`config.mk`:
```
export PLATFORM = sky130hd
export DESIGN_NAME = thermMonitor
export DESIGN_NICKNAME = d
export VERILOG_FILES = /design/src/rtl/thermPkg.sv /design/src/rtl/thermDatapath.sv /design/src/rtl/thermControl.sv /design/src/rtl/thermMonitor.sv
export SDC_FILE = /design/constraint.sdc
export NUM_CORES = 1
export LEC_CHECK = 0
export BUFFER_PORTS_ARGS = -buffer_cell sky130_fd_sc_hd__buf_4
export CAP_MARGIN = 30
export CORE_UTILIZATION = 55
export CTS_CLUSTER_DIAMETER = 80
export DETAILED_ROUTE_END_ITERATION = 7
export PLACE_DENSITY = 0.89
export SYNTH_ARGS = -nofsm -noshare
export SYNTH_HDL_FRONTEND = slang
export SYNTH_HIERARCHICAL = 1
export SYNTH_SLANG_ARGS = --single-unit
```
`constraint.sdc`:
```
create_clock -name clk -period 5.4 [get_ports clk]
set_input_delay 1.08 -clock clk [delete_from_list [all_inputs] [get_ports clk]]
set_output_delay 1.08 -clock clk [all_outputs]
set_load 0.1 [all_outputs]
```
`src/rtl/thermPkg.sv`:
```
package thermPkg;

  parameter int CNT_W = 3;

  typedef struct packed {
    logic over;
    logic below;
    logic nextHit;
  } chanFlagT;

  typedef struct packed {
    logic cntInc;
    logic cntClr;
    logic stSet;
    logic stClr;
  } chanStrobeT;

  function automatic logic [CNT_W-1:0] runTarget(input logic [2:0] code);
    return CNT_W'($countones(code)) + CNT_W'(1);
  endfunction

endpackage

```
`src/rtl/thermDatapath.sv`:
```
module thermDatapath
  import thermPkg::*;
#(
  parameter int CHANNELS = 3,
  parameter int TEMP_W   = 8
) (
  input  logic                            clk,
  input  logic                            rstN,
  input  logic [CHANNELS-1:0][TEMP_W-1:0] reading,
  input  logic [CHANNELS-1:0][TEMP_W-1:0] thermLimit,
  input  logic [TEMP_W-1:0]               hystBand,
  input  logic [2:0]                      runCode,
  input  chanStrobeT [CHANNELS-1:0]       strobes,
  output chanFlagT   [CHANNELS-1:0]       flags,
  output logic [CHANNELS-1:0]             chanStatus
);

  localparam int CMP_W = CNT_W + 1;

  logic [CNT_W-1:0] target;
  assign target = runTarget(runCode);

  for (genvar g = 0; g < CHANNELS; g++) begin : gChan
    logic [TEMP_W-1:0] relLevel;
    logic [CNT_W-1:0]  runCnt;
    logic [CMP_W-1:0]  cntPlus;

    // release level saturates at zero
    assign relLevel = (thermLimit[g] >= hystBand) ? (thermLimit[g] - hystBand) : '0;
    assign cntPlus  = {1'b0, runCnt} + CMP_W'(1);

    assign flags[g].over    = reading[g] > thermLimit[g];
    assign flags[g].below   = reading[g] < relLevel;
    assign flags[g].nextHit = cntPlus >= {1'b0, target};

    always_ff @(posedge clk) begin
      if (!rstN) begin
        runCnt <= '0;
      end else if (strobes[g].cntClr) begin
        runCnt <= '0;
      end else if (strobes[g].cntInc && (runCnt < target)) begin
        runCnt <= cntPlus[CNT_W-1:0];
      end
    end

    always_ff @(posedge clk) begin
      if (!rstN) begin
        chanStatus[g] <= 1'b0;
      end else if (strobes[g].stSet) begin
        chanStatus[g] <= 1'b1;
      end else if (strobes[g].stClr) begin
        chanStatus[g] <= 1'b0;
      end
    end
  end

endmodule

```
`src/rtl/thermControl.sv`:
```
module thermControl
  import thermPkg::*;
#(
  parameter int CHANNELS = 3
) (
  input  logic                      clk,
  input  logic                      rstN,
  input  logic                      sampleValid,
  input  chanFlagT   [CHANNELS-1:0] flags,
  input  logic [CHANNELS-1:0]       chanStatus,
  output chanStrobeT [CHANNELS-1:0] strobes,
  output logic                      thermAny,
  output logic                      thermN
);

  logic [CHANNELS-1:0] nextStatus;

  always_comb begin
    for (int i = 0; i < CHANNELS; i++) begin
      strobes[i].cntInc = sampleValid & flags[i].over;
      // once the pin is asserted, only the hysteresis release clears a run
      strobes[i].cntClr = sampleValid & ~flags[i].over &
                          (thermAny ? flags[i].below : 1'b1);
      strobes[i].stSet  = sampleValid & flags[i].over & flags[i].nextHit;
      strobes[i].stClr  = sampleValid & flags[i].below;
      if (strobes[i].stSet)      nextStatus[i] = 1'b1;
      else if (strobes[i].stClr) nextStatus[i] = 1'b0;
      else                       nextStatus[i] = chanStatus[i];
    end
  end

  always_ff @(posedge clk) begin
    if (!rstN) begin
      thermAny <= 1'b0;
      thermN   <= 1'b1;
    end else begin
      thermAny <= |nextStatus;
      thermN   <= ~(|nextStatus);
    end
  end

endmodule

```
`src/rtl/thermMonitor.sv`:
```
module thermMonitor
  import thermPkg::*;
#(
  parameter int CHANNELS = 3,
  parameter int TEMP_W   = 8
) (
  input  logic                            clk,
  input  logic                            rstN,
  input  logic                            sampleValid,
  input  logic [CHANNELS-1:0][TEMP_W-1:0] reading,
  input  logic [CHANNELS-1:0][TEMP_W-1:0] thermLimit,
  input  logic [TEMP_W-1:0]               hystBand,
  input  logic [2:0]                      runCode,
  output logic                            thermN,
  output logic [CHANNELS-1:0]             chanStatus,
  output logic                            thermAny
);

  chanFlagT   [CHANNELS-1:0] flags;
  chanStrobeT [CHANNELS-1:0] strobes;

  thermDatapath #(.CHANNELS(CHANNELS), .TEMP_W(TEMP_W)) uDatapath (
    .clk        (clk),
    .rstN       (rstN),
    .reading    (reading),
    .thermLimit (thermLimit),
    .hystBand   (hystBand),
    .runCode    (runCode),
    .strobes    (strobes),
    .flags      (flags),
    .chanStatus (chanStatus)
  );

  thermControl #(.CHANNELS(CHANNELS)) uControl (
    .clk         (clk),
    .rstN        (rstN),
    .sampleValid (sampleValid),
    .flags       (flags),
    .chanStatus  (chanStatus),
    .strobes     (strobes),
    .thermAny    (thermAny),
    .thermN      (thermN)
  );

endmodule

```
==> results.cfg, run 1 <==
[detailed_routing]
drtIter0Drc = 95
wl_per_cell_um = 14.6
postRouteAntennaNets = 0
post-route-drc-count = 0
drt-pass1-iter-count = 4
routed_wirelength_um = 8350
vias = 3301
vias_per_cell = 5.79

[clock_network]
htreeDepth = 1
clock_tree.root_cell = clkbuf_8
ctsHoldBuffers = 0
path_clk_slew_ns = 0.06
postCtsSetupBuffers = 0
cts_tree = built
clock_sinks = 14
numCtsBuffers = 3
clockBufferDepth = 2
post_cts_resized = 0
clock_latency_ns = 0.25

[worst_setup_path]
critPathLaunchType = input port
cp_data_required_time_ns = 5.54
path_cells = buf_4 -> inv_1 -> ha_1 -> fa_1 -> nand2b_1 -> a21oi_1 -> a221o_1 -> o311ai_0 -> ha_1 -> a21o_1 -> a21oi_1 -> nand2_1 -> o21ai_1 -> and2b_1 -> or4_4 -> o21a_1
cpMaxStageDelayCell = or4_4
worst-endpoint-arrival_ns = 4.70
crit_type = in -> reg
slowest_delay_ns = 0.52
cp_max_fo = 7
worstSetupEndpointType = register

[placement]
gp_congestion = 0.891
port_buffers = 66
placed_area_mm2 = 0.00394
place_hpwl_um = 7200

[layout]
design_area_mm2 = 0.00399
drive_gt1_frac = 0.154
layout.nets = 654
fill_cells = 484
antenna_cells = 0
area_growth_pct = 19.1

[floorplan]
start_util = 0.570
coreArea_mm2 = 0.00589
num_rows = 28
io_pins = 67
dieArea_mm2 = 0.00641
die_h_um = 80.1
die_w_um = 80.1

[sta]
final_hold_viol_count = 0
finalSetupTns_ns = 0
holdWs_ns = 0.587
period_minus_slack_ns = 4.56
tightest_slew_ns = 0.538
rsz0062_at_grt = false
slew_headroom = 0.638
finalSetupViolCount = 0
finalClockSkew_ns = 0.00278
post-route-period-util = 0.844
slew_violations = 0
fmax_mhz = 219

[global_route]
grt_start_max_net_pins = 15
overflow = 0
grt-busiest-layer = met2
grt_pass1_wl_um = 14000
antenna_found_initial = 0
grt_util_all_layers = 0.273
use_met1 = 0.320
grt_pass1_vias = 3305
use_met2 = 0.515
grtUsageMet3 = 0.0239

[synth]
ys_ff_latch = 14
synth_commonest_cells = 93 x ha_1, 44 x inv_1, 33 x nor2_1
yosys.area.top_type = ha_1
ys_warn_count = 6
synth_top_area_frac = 0.347
synth_area_mm2 = 0.00335
syn-instance-count = 426
syn-num-nets = 584
seq_area_frac_synth = 0.0836
synthArstFlopShare = 0
ys.flop_type = dfxtp_1
syn_avg_cell_area_um2 = 7.87
synth.most_common_cell = ha_1
synth_cell_types = 47
synth_edf_count = 0
synth_area_leaders = ha_1 35%, dfxtp_1 8.4%, inv_1 4.9%, a21oi_1 3.9%, nor2_1 3.7%

[run_status]
outcome = complete, no violations

[job]
drv_cap = 0

[power_and_ir_drop]
ir_drop_v = 0.000112
power_density_mw_per_mm2 = 158
p_leak_uw = 0.00212

[worst_hold_path]
min_path_type = reg -> reg
==> sequential cells by signal, indices dropped and copies added (netlist names) <==
register,cells
uControl/thermN,1
uDatapath/chanStatus,3
uControl/thermAny,1
uDatapath/gChan.runCnt,9
==> cell usage in the layout, fill, tap and decap left out, types with 4 or more instances in the layout <==
cell,synthesis,final
a21o_1,15,15
a21oi_1,26,26
a31oi_1,6,6
and2_1,6,6
and3_1,4,4
and4_1,4,4
buf_4,0,66
clkbuf_8,0,4
dfxtp_1,14,14
ha_1,93,93
inv_1,44,44
mux2i_1,4,4
nand2_1,22,22
nand2b_1,18,18
nand3_1,11,11
nand4_1,4,4
nor2_1,33,33
nor2b_1,18,18
o211ai_1,5,5
o21a_1,10,10
o21ai_0,20,20
o21ai_1,4,4
xnor2_1,8,8
xor2_1,10,10
==> routing by layer <==
layer | part of all wire | vias up
met3 | 0.040 | 19
li1 | - | 1695
met5 | 0 | -
met2 | 0.50 | 88
met4 | 0.025 | 0
met1 | 0.44 | 1499
==> through the flow <==
stage	util	power (uW)	instances	worst slack, ns
after floorplan	-	405	426	1.08
after global placement	0.669	507	566	0.786
after detailed placement	0.669	523	566	0.609
after CTS	0.679	631	570	0.871
after global routing	0.679	690	570	0.656
final	0.679	631	570	0.844
==> final cells by class <==
type | count | area, um2 | share of cell area
Sequential cell | 14 | 280 | 0.0702
Tap cell | 75 | 93.8 | 0.0235
Inverter | 44 | 165 | 0.0414
Multi-Input combinational cell | 367 | 2900 | 0.727
Timing Repair Buffer | 66 | 495 | 0.124
Clock buffer | 4 | 55.1 | 0.0138
==> final timing paths <==
check / start / end / slack [ns] / cells after the start
max: thermLimit[8] / uControl/thermAny / 0.84 / 16
min: uDatapath/gChan[1].runCnt[1] / uDatapath/gChan[1].runCnt[1] / 0.59 / 2
min reg2reg: uDatapath/gChan[1].runCnt[1] / uDatapath/gChan[1].runCnt[1] / 0.59 / 2
max reg2reg: uDatapath/gChan[0].runCnt[0] / uControl/thermAny / 3.06 / 8
==> cell families (layout without fill, tap and decap cells) <==
kind of cell / count (synthesis) / after routing / share of synthesized area
DFF: 14 / 14 / 0.0836
xor gates and xnor gates: 18 / 18 / 0.0470
and+or+nand+nor: 137 / 137 / 0.221
adders and majority gates: 96 / 96 / 0.365
AOI/OAI and AO/OA: 110 / 110 / 0.215
muxes: 6 / 6 / 0.0187
buffers and inverters: 45 / 114 / 0.0504
==> worst max-delay path: cells and delay by family <==
kind,cells,cell delay [ns]
compound gates,7,1.55
fa+ha+maj,3,0.92
buf+inv,2,0.13
simple gates,4,1.02
==> where the power goes <==
part           switching [uW]  internal (uW)
clock                    39.0           64.6
combinational             229            180
sequential               7.05            111
Note: power is estimated with default switching activity, not from simulation.
==> run 2, diff against run 1 <==
==> constraint.sdc (replaced) <==
create_clock -name clk -period 4.7 [get_ports clk]
set_input_delay 0.94 -clock clk [delete_from_list [all_inputs] [get_ports clk]]
set_output_delay 0.94 -clock clk [all_outputs]
set_load 0.1 [all_outputs]
==> results.cfg, run 2 (synthesis results as in run 1) <==
[layout]
area_growth_pct = 19.6
regMostFlops = uDatapath/gChan.runCnt
stdcell_count = 571
final_cell_mix = 93 x ha_1, 67 x buf_4, 44 x inv_1
fill_cells = 517
multi_input_area_mm2 = 0.00291
final_common_cell = ha_1
largestRegisters = uDatapath/gChan.runCnt (9), uDatapath/chanStatus (3)
layout.nets = 655
drive_gt1_frac = 0.157
antenna_cells = 0
design_area_mm2 = 0.00401
largest_register_ffs = 9
seqCellArea_um2 = 280

[sta]
final_hold_viol_count = 0
period_minus_slack_ns = 4.37
tightest_slew_ns = 0.555
finalClockSkew_ns = 0.00194
setup_ws_ns = 0.332
rsz0062_at_grt = false
holdWs_ns = 0.562
fmax_mhz = 229
slew_violations = 0
slew_headroom = 0.627
post-route-period-util = 0.929
finalSetupViolCount = 0
finalSetupTns_ns = 0

[clock_network]
clock_tree.root_cell = clkbuf_8
clock_latency_ns = 0.24
numCtsBuffers = 3
htreeDepth = 1
postCtsSetupBuffers = 0
clock_sinks = 14
clockBufferDepth = 2
cts_tree = built
path_clk_slew_ns = 0.06

[worst_hold_path]
hold_path_end = uDatapath/gChan[1].runCnt[1]
min_from = uDatapath/gChan[1].runCnt[1]
min_path_type = reg -> reg
hold_depth = 2

[worst_setup_path]
rr_startpoint = uDatapath/gChan[0].runCnt[0]
crit_type = in -> reg
cp_max_fo = 7
reg2reg_depth = 8
regToRegSetupSlack_ns = 2.37
worstSetupEndpointType = register
critPathLaunchType = input port
worst-endpoint-arrival_ns = 4.51
rr_endpoint = uControl/thermAny
cp_data_required_time_ns = 4.84

[run_status]
outcome = complete, no violations

[global_route]
grt_util_all_layers = 0.281
overflow = 0
antenna_found_initial = 0
grt_pass1_wl_um = 14300
grt_start_max_net_pins = 15
grt_pass1_vias = 3367

[placement]
port_buffers = 66
place_hpwl_um = 7400
dp.cells = 567
pre_cts_ws_ns = 0.0450
gp_congestion = 0.943
placed_area_mm2 = 0.00395

[detailed_routing]
drtIter0Drc = 136
routed_wirelength_um = 8720
wl_per_cell_um = 15.3
vias_per_cell = 5.89
vias = 3361
drt-pass1-iter-count = 5
post-route-drc-count = 0
postRouteAntennaNets = 0

[floorplan]
num_rows = 28
start_util = 0.570
die_h_um = 80.1
io_pins = 67
coreArea_mm2 = 0.00589
dieArea_mm2 = 0.00641
die_w_um = 80.1

[power_and_ir_drop]
p_leak_uw = 0.00213
power_density_mw_per_mm2 = 183
ir_drop_v = 0.000139

[job]
drv_cap = 0
run 2: how the worst max path moves through the flow:
stage                        from                 to  slack [ns]  cells past startpoint
finish              thermLimit[8]  uControl/thermAny        0.33                     16
global placement    thermLimit[8]  uControl/thermAny        0.13                     16
detailed placement  thermLimit[8]  uControl/thermAny        0.05                     15
floorplan           thermLimit[0]  uControl/thermAny        0.52                     15
CTS                 thermLimit[8]  uControl/thermAny        0.32                     15
global route        thermLimit[8]  uControl/thermAny         0.1                     16
run 2: per-layer routing:
metal  up-vias  share of wire  GRT usage
met5         -              0          0
met4         0          0.027     0.0893
met3        20          0.044     0.0261
met2       110           0.50      0.532
met1      1545           0.43      0.327
li1       1686              -          -
run 2: cell type report:
class / instances / area share
Inverter: 44 / 0.0412
Tap cell: 75 / 0.0234
Sequential cell: 14 / 0.0699
Clock buffer: 4 / 0.0137
Multi-Input combinational cell: 367 / 0.726
Timing Repair Buffer: 67 / 0.125
run 2: where the power goes:
| group | total, uW | switching, uW | internal (uW) |
|---|---|---|---|
| combinational | 480 | 269 | 211 |
| sequential | 135 | 8.27 | 127 |
| clock | 119 | 44.8 | 74.2 |
| total | 734 | 322 | 412 |
run 2: through the flow:
step / utilization / total power, uW
global route: 0.681 / 801
finish: 0.681 / 734
floorplan: - / 465
detailed placement: 0.670 / 606
global placement: 0.670 / 584
CTS: 0.680 / 728
run 2: repair_timing:
| action | 4_1_cts | 5_1_grt |
|---|---|---|
| endpoints found under the setup margin | 0 | 2 |
| gates resized for setup | 0 | 2 |
| hold buffers | 0 | 0 |
run 2: critical path, cell delays in order:
cell,delay [ns]
buf_4,0.09
inv_1,0.04
ha_1,0.21
fa_1,0.38
nand2b_1,0.19
a21oi_1,0.22
a221o_1,0.32
o311ai_0,0.20
ha_1,0.34
a21o_1,0.18
a21oi_1,0.17
nand2_1,0.08
o21ai_1,0.24
and2b_1,0.21
or4_4,0.51
o21a_1,0.19
==> run 3, diff against run 2 <==
--- a/config.mk
+++ b/config.mk
@@ -7,11 +7,10 @@
 export LEC_CHECK = 0
 export BUFFER_PORTS_ARGS = -buffer_cell sky130_fd_sc_hd__buf_4
 export CAP_MARGIN = 30
-export CORE_UTILIZATION = 55
+export CORE_UTILIZATION = 56
 export CTS_CLUSTER_DIAMETER = 80
 export DETAILED_ROUTE_END_ITERATION = 7
-export PLACE_DENSITY = 0.89
+export PLACE_DENSITY = 0.9
 export SYNTH_ARGS = -nofsm -noshare
 export SYNTH_HDL_FRONTEND = slang
-export SYNTH_HIERARCHICAL = 1
 export SYNTH_SLANG_ARGS = --single-unit
==> results.cfg, run 3 <==
[sta]
post-route-period-util = 0.915
finalSetupViolCount = 0
slew_headroom = 0.586
slew_violations = 0
finalSetupTns_ns = 0
rsz0062_at_grt = false
tightest_slew_ns = 0.615
final_hold_viol_count = 0
period_minus_slack_ns = 4.30
finalClockSkew_ns = 0.00245
fmax_mhz = 233

[layout]
final_cell_mix = 93 x ha_1, 68 x buf_4, 62 x inv_1
drive_gt1_frac = 0.159
layout.nets = 651
fill_cells = 449
largest_register_ffs = 9
seqCellArea_um2 = 280
fin_util = 0.699
regMostFlops = uDatapath.gChan.runCnt
multi_input_area_mm2 = 0.00272
area_growth_pct = 19.6
final_common_cell = ha_1
antenna_cells = 0
largestRegisters = uDatapath.gChan.runCnt (9), uDatapath.chanStatus (3)

[placement]
place_hpwl_um = 7470
gp_congestion = 0.911
port_buffers = 66

[global_route]
grt_util_all_layers = 0.286
grt_pass1_wl_um = 14200
grt_start_max_net_pins = 10
overflow = 0
antenna_found_initial = 0
grt_pass1_vias = 3365

[synth]
synth_area_mm2 = 0.00324
ys.flop_type = dfxtp_1
synth_cell_types = 50
ys_ff_latch = 14
yosys.area.top_type = ha_1
synth_commonest_cells = 93 x ha_1, 62 x inv_1, 33 x a21oi_1
seq_area_frac_synth = 0.0865
synth_area_leaders = ha_1 36%, dfxtp_1 8.7%, inv_1 7.2%, a21oi_1 5.1%, nor2_1 3.4%
synth.most_common_cell = ha_1
ys_warn_count = 0
synth_edf_count = 0
syn-instance-count = 422
syn_avg_cell_area_um2 = 7.68
syn-num-nets = 580
synth_top_area_frac = 0.359
synthArstFlopShare = 0

[clock_network]
ctsHoldBuffers = 0
cts_tree = built
clockBufferDepth = 2
numCtsBuffers = 3
clock_tree.root_cell = clkbuf_8
post_cts_resized = 0
clock_sinks = 14
path_clk_slew_ns = 0.06
postCtsSetupBuffers = 0
htreeDepth = 1
clock_latency_ns = 0.25

[detailed_routing]
wl_per_cell_um = 15.2
routed_wirelength_um = 8550
postRouteAntennaNets = 0
drtIter0Drc = 102
vias = 3311
post-route-drc-count = 0
vias_per_cell = 5.88
drt-pass1-iter-count = 5

[floorplan]
dieArea_mm2 = 0.00609
die_w_um = 78.1
start_util = 0.585
num_rows = 27
die_h_um = 78.1
io_pins = 67
coreArea_mm2 = 0.00554

[worst_setup_path]
worst-endpoint-arrival_ns = 4.43
crit_type = in -> reg
cp_max_fo = 3
crit_start = thermLimit[8]
reg2reg_depth = 9
crit_path_end = uControl.thermAny
regToRegSetupSlack_ns = 2.47
rr_startpoint = uDatapath.gChan[1].runCnt[0]
cp_data_required_time_ns = 4.83
rr_endpoint = uControl.thermN
critPathLaunchType = input port
worstSetupEndpointType = register

[power_and_ir_drop]
p_leak_uw = 0.00205
ir_drop_v = 0.000144
power_uw = 698
power_density_mw_per_mm2 = 180

[worst_hold_path]
hold_depth = 2
min_path_type = reg -> reg

[run_status]
outcome = complete, no violations

[job]
drv_cap = 0
-- run 3: changes by cell type in the layout (fill, tap and decap cells not counted), sizes merged, moves of 5 or more --
| cell | delta |
|---|---|
| a21o | -5 |
| a21oi | +10 |
| and2 | -6 |
| inv | +19 |
| nand2b | -11 |
| nand4 | +5 |
| nor2b | -5 |
| nor3 | +5 |
| o21a | -8 |
-- run 3: area by class of cell --
type / count / area share
Inverter: 63 / 0.0610
Tap cell: 72 / 0.0233
Timing Repair Buffer: 68 / 0.132
Multi-Input combinational cell: 343 / 0.701
Sequential cell: 14 / 0.0724
Clock buffer: 3 / 0.0107
-- run 3: metal layers --
layer | wire (um) | up-vias | global-route usage | part of all wire
met5 | 0 | - | 0 | 0
met2 | 4190 | 105 | 0.541 | 0.49
met3 | 365 | 35 | 0.0337 | 0.043
met4 | 376 | 0 | 0.141 | 0.044
li1 | - | 1650 | - | -
met1 | 3610 | 1521 | 0.313 | 0.42
-- run 3: worst min-delay path by stage --
stage / slack (ns) / end / startpoint
3_3_place_gp: 0.51 / uDatapath.chanStatus[0] / uDatapath.chanStatus[0]
6_report: 0.54 / uDatapath.chanStatus[0] / uDatapath.chanStatus[0]
2_1_floorplan: 0.52 / uDatapath.gChan[2].runCnt[1] / uDatapath.gChan[2].runCnt[1]
5_1_grt: 0.56 / uDatapath.chanStatus[0] / uDatapath.chanStatus[0]
4_1_cts: 0.53 / uDatapath.chanStatus[0] / uDatapath.chanStatus[0]
3_5_place_dp: 0.52 / uDatapath.chanStatus[0] / uDatapath.chanStatus[0]
-- run 3: cell families after synthesis --
logic type / after synthesis / share of synthesized area
DFF: 14 / 0.0865
buffers and inverters: 65 / 0.0753
xor gates and xnor gates: 19 / 0.0514
adders and majority gates: 96 / 0.378
muxes: 3 / 0.00966
and+or+nand+nor: 119 / 0.185
AOI/OAI and AO/OA: 106 / 0.215
-- run 3: critical path, stage by stage --
cell and delay, ns:
buf_4 0.09, inv_1 0.04, ha_1 0.23, fa_1 0.39, nand2b_1 0.18, a21oi_1 0.26, a41oi_1 0.11, o21bai_1 0.27
nand2_1 0.10, ha_1 0.30, a21o_1 0.17, a21oi_1 0.16, nor2_1 0.05, or4_1 0.48, a21oi_2 0.14, a211oi_1 0.12
or3_1 0.40
-- run 3: per-stage QoR --
stage                     std cells  worst slack [ns]  hold slack (ns)  instance area [um2]
final                           563             0.401            0.538                 3870
after detailed placement        560             0.196            0.519                 3830
after global placement          560             0.415            0.513                 3830
after floorplan                 422             0.482            0.517                 3240
after CTS                       563             0.434            0.535                 3870
after global routing            563             0.198            0.557                 3870
-- run 3: power by group --
part | internal (uW) | switching, uW
combinational | 199 | 265
clock | 56.8 | 42.5
sequential | 127 | 7.70
total | 383 | 315
